$ cat src/rtl/rxf_pkg.sv
// Package rxf_pkg: shared sizes, drop-category indices and the
// configuration / classification structures of the receive filter.
package rxf_pkg;
    parameter int MAC_BYTES = 6;
    localparam int MAC_W    = MAC_BYTES * 8;
    localparam int DATA_W   = 32;
    localparam int CFG_AW   = 3;
    localparam int TYPE_W   = 2;
    localparam int SUB_W    = 4;
    localparam int VER_W    = 2;
    localparam int MODE_W   = 2;

    // Drop-enable bit positions (software-visible, part of the register map)
    localparam int DB_RXOFF  = 0;
    localparam int DB_CRC    = 1;
    localparam int DB_PHY    = 2;
    localparam int DB_CTRL   = 3;
    localparam int DB_NOTME  = 4;
    localparam int DB_TODS   = 5;
    localparam int DB_VER    = 6;
    localparam int DB_MCAST  = 7;
    localparam int DB_BCAST  = 8;
    localparam int DB_ACKCTS = 9;
    localparam int DROP_N    = 10;

    // Register indices
    localparam logic [CFG_AW-1:0] RI_STA_LO = 3'd0;
    localparam logic [CFG_AW-1:0] RI_STA_HI = 3'd1;
    localparam logic [CFG_AW-1:0] RI_BSS_LO = 3'd2;
    localparam logic [CFG_AW-1:0] RI_BSS_HI = 3'd3;
    localparam logic [CFG_AW-1:0] RI_DROP   = 3'd4;

    // Frame header codes
    localparam logic [TYPE_W-1:0] FT_CTRL    = 2'b01;
    localparam logic [SUB_W-1:0]  ST_ACK     = 4'b1101;
    localparam logic [SUB_W-1:0]  ST_CTS     = 4'b1100;
    localparam logic [VER_W-1:0]  PROTO_VER0 = 2'b00;

    typedef enum logic [MODE_W-1:0] {
        BSS_ONE    = 2'd0,
        BSS_TWO_B0 = 2'd1,
        BSS_TWO_B1 = 2'd2,
        BSS_FOUR   = 2'd3
    } bss_mode_e;

    typedef struct packed {
        logic [MAC_W-1:0]  sta;
        logic [7:0]        uc_mask;
        logic [MAC_W-1:0]  bssid;
        bss_mode_e         mode;
        logic [DROP_N-1:0] drop_en;
    } rxf_cfg_t;

    typedef struct packed {
        logic ucast_me;
        logic mcast;
        logic bcast;
        logic my_bss;
    } rxf_cls_t;
endpackage

$ cat src/rtl/rxf_cfg_regs.sv
// rxf_cfg_regs: write-only configuration store of the receive filter.
// Assumes one write per cycle; indices outside the map are ignored.
// A write takes effect from the cycle after the strobe.
module rxf_cfg_regs
    import rxf_pkg::*;
(
    input  logic              clk,
    input  logic              rst_n,
    input  logic              wr_en,
    input  logic [CFG_AW-1:0] wr_addr,
    input  logic [DATA_W-1:0] wr_data,
    output rxf_cfg_t          cfg
);
    localparam int HI_W = MAC_W - 32;

    // Register update: reset to defaults, otherwise load the addressed field
    always_ff @(posedge clk) begin
        if (!rst_n) begin
            cfg.sta     <= '0;
            cfg.uc_mask <= 8'hFF;
            cfg.bssid   <= '0;
            cfg.mode    <= BSS_ONE;
            cfg.drop_en <= '0;
        end else if (wr_en) begin
            case (wr_addr)
                RI_STA_LO: cfg.sta[31:0] <= wr_data[31:0];
                RI_STA_HI: begin
                    cfg.sta[MAC_W-1:32] <= wr_data[HI_W-1:0];
                    cfg.uc_mask         <= wr_data[HI_W+7:HI_W];
                end
                RI_BSS_LO: cfg.bssid[31:0] <= wr_data[31:0];
                RI_BSS_HI: begin
                    cfg.bssid[MAC_W-1:32] <= wr_data[HI_W-1:0];
                    cfg.mode              <= bss_mode_e'(wr_data[HI_W+MODE_W-1:HI_W]);
                end
                RI_DROP:   cfg.drop_en <= wr_data[DROP_N-1:0];
                default:   ;
            endcase
        end
    end
endmodule

$ cat src/rtl/rxf_addr_match.sv
// rxf_addr_match: combinational address classification.
// Compares address 1 with the station address and address 3 with the
// BSSID byte by byte; byte 5 is compared under a mask derived from the
// BSS mode (and, for the station, the unicast mask as well).
module rxf_addr_match
    import rxf_pkg::*;
(
    input  rxf_cfg_t         cfg,
    input  logic [MAC_W-1:0] addr1,
    input  logic [MAC_W-1:0] addr3,
    output rxf_cls_t         cls
);
    localparam int LAST = MAC_BYTES - 1;

    logic [7:0]           bss_keep;
    logic [7:0]           uc_keep;
    logic [MAC_BYTES-1:0] sta_eq;
    logic [MAC_BYTES-1:0] bss_eq;

    // Mode decode: which byte-5 bits identify the BSS and are ignored
    always_comb begin
        case (cfg.mode)
            BSS_ONE:    bss_keep = 8'hFF;
            BSS_TWO_B0: bss_keep = 8'hFE;
            BSS_TWO_B1: bss_keep = 8'hFD;
            default:    bss_keep = 8'hFC;
        endcase
    end

    assign uc_keep = bss_keep & cfg.uc_mask;

    // Per-byte compares; only the last byte carries a mask
    for (genvar b = 0; b < MAC_BYTES; b++) begin : g_byte
        if (b == LAST) begin : g_masked
            assign sta_eq[b] = ((addr1[8*b +: 8] ^ cfg.sta[8*b +: 8])   & uc_keep)  == 8'h00;
            assign bss_eq[b] = ((addr3[8*b +: 8] ^ cfg.bssid[8*b +: 8]) & bss_keep) == 8'h00;
        end else begin : g_full
            assign sta_eq[b] = addr1[8*b +: 8] == cfg.sta[8*b +: 8];
            assign bss_eq[b] = addr3[8*b +: 8] == cfg.bssid[8*b +: 8];
        end
    end

    // Flag assembly from the byte results and the group bit
    always_comb begin
        cls.bcast    = &addr1;
        cls.mcast    = addr1[0] & ~cls.bcast;
        cls.ucast_me = ~addr1[0] & (&sta_eq);
        cls.my_bss   = &bss_eq;
    end
endmodule

$ cat src/rtl/rxf_drop_eval.sv
// rxf_drop_eval: combinational drop decision.
// Builds one hit bit per drop category and ORs the enabled ones.
// Assumes the classification flags come from the same header.
module rxf_drop_eval
    import rxf_pkg::*;
(
    input  logic [DROP_N-1:0] drop_en,
    input  rxf_cls_t          cls,
    input  logic [TYPE_W-1:0] ftype,
    input  logic [SUB_W-1:0]  fsub,
    input  logic              to_ds,
    input  logic [VER_W-1:0]  version,
    input  logic              crc_err,
    input  logic              phy_err,
    output logic              drop
);
    logic [DROP_N-1:0] hit;
    logic              is_ctrl;

    assign is_ctrl = ftype == FT_CTRL;

    // Category hits, indexed by the drop-enable bit positions
    always_comb begin
        hit            = '0;
        hit[DB_RXOFF]  = 1'b1;
        hit[DB_CRC]    = crc_err;
        hit[DB_PHY]    = phy_err;
        hit[DB_CTRL]   = is_ctrl;
        hit[DB_NOTME]  = ~(cls.ucast_me | cls.mcast | cls.bcast);
        hit[DB_TODS]   = to_ds;
        hit[DB_VER]    = version != PROTO_VER0;
        hit[DB_MCAST]  = cls.mcast;
        hit[DB_BCAST]  = cls.bcast;
        hit[DB_ACKCTS] = is_ctrl & ((fsub == ST_ACK) | (fsub == ST_CTS));
    end

    assign drop = |(hit & drop_en);
endmodule

$ cat src/rtl/rx_addr_filter.sv
// rx_addr_filter: receive frame address filter top.
// Classifies each header offered with hdr_valid and registers the
// flags and drop verdict, strobing res_valid one cycle later. The
// flags hold between frames. Configuration writes in the same cycle
// as a header apply only to later headers.
module rx_addr_filter
    import rxf_pkg::*;
(
    input  logic              clk,
    input  logic              rst_n,
    input  logic              cfg_wr_en,
    input  logic [CFG_AW-1:0] cfg_addr,
    input  logic [DATA_W-1:0] cfg_wdata,
    input  logic              hdr_valid,
    input  logic [TYPE_W-1:0] hdr_type,
    input  logic [SUB_W-1:0]  hdr_subtype,
    input  logic              hdr_to_ds,
    input  logic [VER_W-1:0]  hdr_version,
    input  logic [MAC_W-1:0]  hdr_addr1,
    input  logic [MAC_W-1:0]  hdr_addr3,
    input  logic              hdr_crc_err,
    input  logic              hdr_phy_err,
    output logic              res_valid,
    output logic              res_ucast_me,
    output logic              res_mcast,
    output logic              res_bcast,
    output logic              res_my_bss,
    output logic              res_drop
);
    rxf_cfg_t cfg_q;
    rxf_cls_t cls_now;
    logic     drop_now;

    rxf_cfg_regs u_cfg (
        .clk     (clk),
        .rst_n   (rst_n),
        .wr_en   (cfg_wr_en),
        .wr_addr (cfg_addr),
        .wr_data (cfg_wdata),
        .cfg     (cfg_q)
    );

    rxf_addr_match u_match (
        .cfg   (cfg_q),
        .addr1 (hdr_addr1),
        .addr3 (hdr_addr3),
        .cls   (cls_now)
    );

    rxf_drop_eval u_drop (
        .drop_en (cfg_q.drop_en),
        .cls     (cls_now),
        .ftype   (hdr_type),
        .fsub    (hdr_subtype),
        .to_ds   (hdr_to_ds),
        .version (hdr_version),
        .crc_err (hdr_crc_err),
        .phy_err (hdr_phy_err),
        .drop    (drop_now)
    );

    // Result register: strobe every cycle, flags only on a header
    always_ff @(posedge clk) begin
        if (!rst_n) begin
            res_valid    <= 1'b0;
            res_ucast_me <= 1'b0;
            res_mcast    <= 1'b0;
            res_bcast    <= 1'b0;
            res_my_bss   <= 1'b0;
            res_drop     <= 1'b0;
        end else begin
            res_valid <= hdr_valid;
            if (hdr_valid) begin
                res_ucast_me <= cls_now.ucast_me;
                res_mcast    <= cls_now.mcast;
                res_bcast    <= cls_now.bcast;
                res_my_bss   <= cls_now.my_bss;
                res_drop     <= drop_now;
            end
        end
    end
endmodule

$ cat config.mk
export PLATFORM = sky130hd
export DESIGN_NAME = rx_addr_filter
export DESIGN_NICKNAME = d
export VERILOG_FILES = /design/src/rtl/rxf_pkg.sv /design/src/rtl/rxf_cfg_regs.sv /design/src/rtl/rxf_addr_match.sv /design/src/rtl/rxf_drop_eval.sv /design/src/rtl/rx_addr_filter.sv
export SDC_FILE = /design/constraint.sdc
export NUM_CORES = 1
export LEC_CHECK = 0
export ABC_AREA = 1
export BUFFER_PORTS_ARGS = -buffer_cell sky130_fd_sc_hd__buf_2
export CAP_MARGIN = 20
export CORE_MARGIN = 2
export CORE_UTILIZATION = 25
export CTS_CLUSTER_DIAMETER = 200
export DETAILED_ROUTE_END_ITERATION = 7
export PLACE_DENSITY_LB_ADDON = 0.12
export SYNTH_ARGS = -nofsm -noshare
export SYNTH_HDL_FRONTEND = slang
export SYNTH_SLANG_ARGS = --single-unit
export TNS_END_PERCENT = 50
$ cat constraint.sdc
create_clock -name clk -period 2.8 [get_ports clk]
set_clock_uncertainty 0.05 [all_clocks]
set_input_delay 0.14 -clock clk [delete_from_list [all_inputs] [get_ports clk]]
set_output_delay 0.14 -clock clk [all_outputs]
set_load 0.03 [all_outputs]
==> metrics.log <==
[metrics] first-pass GRT wire length: 32.89 mm
[metrics] Post-Synth Simple-Gate Area: 25.71%
[metrics] Core Footprint: 23540 um2
[metrics] HPWL after DPL: 16.52 mm
[metrics] synthesized area per cell: 6.567 um2
[metrics] cell area power density: 629.1 nW/um2
[metrics] maximum buffer depth of the clock tree: 2
[metrics] count of endpoints failing hold in the final timing report: 0
[metrics] combinational family with the most area after synthesis: simple AND/OR/NAND/NOR gates
[metrics] Port-buffer cells: 150
[metrics] classification of the worst setup path: primary input to flip-flop
[metrics] cell count after placement: 1359
[metrics] combined area of all synthesized cells: 6016 um2
[metrics] via count of the first global-routing pass: 5734
[metrics] gpl congestion: 0.7914
[metrics] number of warnings printed during yosys synthesis: 0
[metrics] cell count after synthesis: 916
[metrics] highest attainable clock frequency: 592.3 MHz
[metrics] Synth-to-Final Area Change: 31.20%
[metrics] clock buffer count from CTS: 17
[metrics] DRC: 0
[metrics] Post-Place Setup Slack: 857.0 ps
[metrics] relative contribution of the clock network to total power: 52.0%
[metrics] floorplan die area: 25320 um2
[metrics] Compound-Gate Fraction of Synth Area: 18.64%
[metrics] Avg Vias per Cell: 4.281
[metrics] number of standard cells in the layout, taps in and fillers out: 1405
[metrics] share of the synthesized netlist area taken by xor and xnor gates: 3.349%
[metrics] number of antenna violations at the first check in global routing: 3
[metrics] total cell area at the placement stage: 7076 um2
[metrics] relative contribution of combinational cells to total power: 11.2%
[metrics] max-slew violation total from the final report: 0
[metrics] met3 WL: 1.025 mm
[metrics] largest net degree at the start of global routing: 61
[metrics] number of standard-cell rows in the floorplan: 56
[metrics] dominant cell by count in the synthesized netlist: nand2_1
[metrics] result of the run: complete, no violations
[metrics] final routed wire length divided by cell count: 15.59 um
[metrics] worst min path class: primary input to flip-flop
[metrics] crit share post-route: 60.30%
[metrics] slack of the critical path: 1112 ps
[metrics] crit-path max FO: 3
[metrics] total routing usage reported by global routing: 17.38%
[metrics] portion of the post-synthesis area used by sequential elements: 40.60%
[metrics] arrival time of the worst setup path: 1940 ps
[metrics] CTS tree: done
[metrics] post-synthesis cell type count: 33
[metrics] Switching Share: 24.41%
[metrics] die width: 159.1 um
[metrics] cell at the root of the clock tree: clkbuf_16
[metrics] maximum vdd drop: 376.3 uV
[metrics] post-route antenna net violation count: 0
[metrics] number of DRC markers in iteration 0: 257
[metrics] number of gates resized after CTS: 0
[metrics] final setup violation count: 0
[metrics] pin slew with the least headroom to its limit: 677.4 ps
[metrics] worst hold-check slack: 7.918 ps
[metrics] post-layout minimum cycle time: 1688 ps
[metrics] top cells by area, synth: dfxtp_1, nand2_1, o21ai_0
[metrics] count of flip-flops with a built-in enable after synthesis: 0
[metrics] detailed-route wire length: 21.91 mm
[metrics] cell taking the most area after synthesis: dfxtp_1
[metrics] M1 wire length: 10.79 mm
[metrics] mux cell area share after synthesis: 0%
[metrics] metal2 WL: 9.711 mm
[metrics] Pleak: 3.587 nW
[metrics] net count of the mapped netlist: 1062
[metrics] layout cells sized above 1: 18.43%
[metrics] DR vias: 6015
[metrics] most instantiated cells after synthesis: nand2_1, inv_1, dfxtp_1
[metrics] setup repair bufs after CTS: 0
[metrics] clock insertion delay at the later pin of the skew report: 420 ps
[metrics] Clock transition at path regs: 60 ps
[metrics] sinks on the clock net: 122
[metrics] post-cts hold buffer count: 13
[metrics] critical path capture point type: flip-flop
[metrics] top layer in use: met5
[metrics] Psw: 1.212 mW
[metrics] sequential share of power: 36.9%
[metrics] die boundary height: 159.1 um
[metrics] share of the synthesized area in the top cell type: 40.60%
[metrics] Worst slew margin: 54.79%
[metrics] prevailing post-synth register cell: dfxtp_1
[metrics] IO Pins: 152
[metrics] ys async rst share: 0%
[metrics] type of element launching the critical path: primary input
[metrics] Fill cells: 2727
[metrics] maximum capacitance violations: 0
[metrics] Post-Synth Adder-Cell Area: 0%
[metrics] finished layout cell area: 7893 um2
[metrics] first-pass iteration count of the detailed router: 4
[metrics] final-stage net count: 1218
[metrics] RSZ-0062 raised after global routing: false
[metrics] endpoint required time on the critical path: 3050 ps
[metrics] Int Pwr: 3.753 mW
[metrics] remaining global-route overflow: 0
[metrics] H-tree level count: 4
[metrics] setup total negative slack: 0 ps
[metrics] starting utilization of the core area: 25.55%
[metrics] synthesis-stage register bit count: 122
worst max-delay path: stages:
cell,delay [ps]
buf_2,90
inv_1,40
nor3_1,280
nand2_1,110
nor3_2,340
nand3_1,220
nand2_1,100
a21oi_1,60
dlygate4sd3_1,560
cells by family after synthesis:
logic type	after synthesis
flip-flops	122
XOR/XNOR	23
AO/OA/AOI/OAI	219
AND/OR/NAND/NOR	377
buffers and inverters	175
flip-flops by register name (all words and copies together) (netlist names):
signal        cells
res_mcast         1
res_ucast_me      1
res_drop          1
res_bcast         1
res_my_bss        1
u_cfg.cfg       116
res_valid         1
placed cells by master, fill, tap and decap left out, drive strengths merged, types with 4 or more instances in the layout:
cell         instances
inv                140
xnor2               12
clkinv               4
xor2                11
nand4               17
nor2               122
nand3               23
dfxtp              122
nand2              198
nor3                13
bufinv               6
or2                  4
o21ai              128
clkbuf              20
a21oi               79
buf                158
o22ai                5
dlygate4sd3         13
area by class of cell:
cell class,count,area [um2],share of cell area (%)
Multi-Input combinational cell,619,2869,36.35
Sequential cell,122,2442,30.94
Timing Repair Buffer,171,965.9,12.24
Inverter,141,529.3,6.706
Clock buffer,20,466.7,5.913
Tap cell,319,399.1,5.057
Clock inverter,12,217.7,2.758
Antenna cell,1,2.502,0.03171
power by group through the flow:
stage | registers (mW) | clock network (mW) | logic (mW)
2_1_floorplan | 1.87 | 0 | 0.274
3_3_place_gp | 1.87 | 0 | 0.546
3_5_place_dp | 1.87 | 0 | 0.546
4_1_cts | 1.83 | 2.62 | 0.563
5_1_grt | 1.84 | 2.69 | 0.630
6_report | 1.83 | 2.58 | 0.555
final timing paths:
check	startpoint	end	slack, ps	depth (start not counted)
setup / recovery	hdr_addr1[7]	res_mcast	1110	9
hold / removal	cfg_wdata[31]	u_cfg.cfg[43]	8	3
setup reg to reg	u_cfg.cfg[94]	res_drop	1310	13
hold reg to reg	u_cfg.cfg[56]	u_cfg.cfg[56]	410	2
per-stage QoR:
step                      total power [mW]  util, %
final                                4.965    33.52
after global placement               2.413    30.05
after CTS                            5.013    33.51
after global routing                 5.159    33.51
after detailed placement             2.414    30.05
after floorplan                      2.143        -
per-layer routing:
| layer | up-vias | track usage [%] |
|---|---|---|
| met5 | - | 0 |
| met4 | 4 | 5.537 |
| met3 | 27 | 3.569 |
| met2 | 126 | 27.71 |
| met1 | 2646 | 23.55 |
| li1 | 3212 | - |
(Power assumes the default switching activity.)
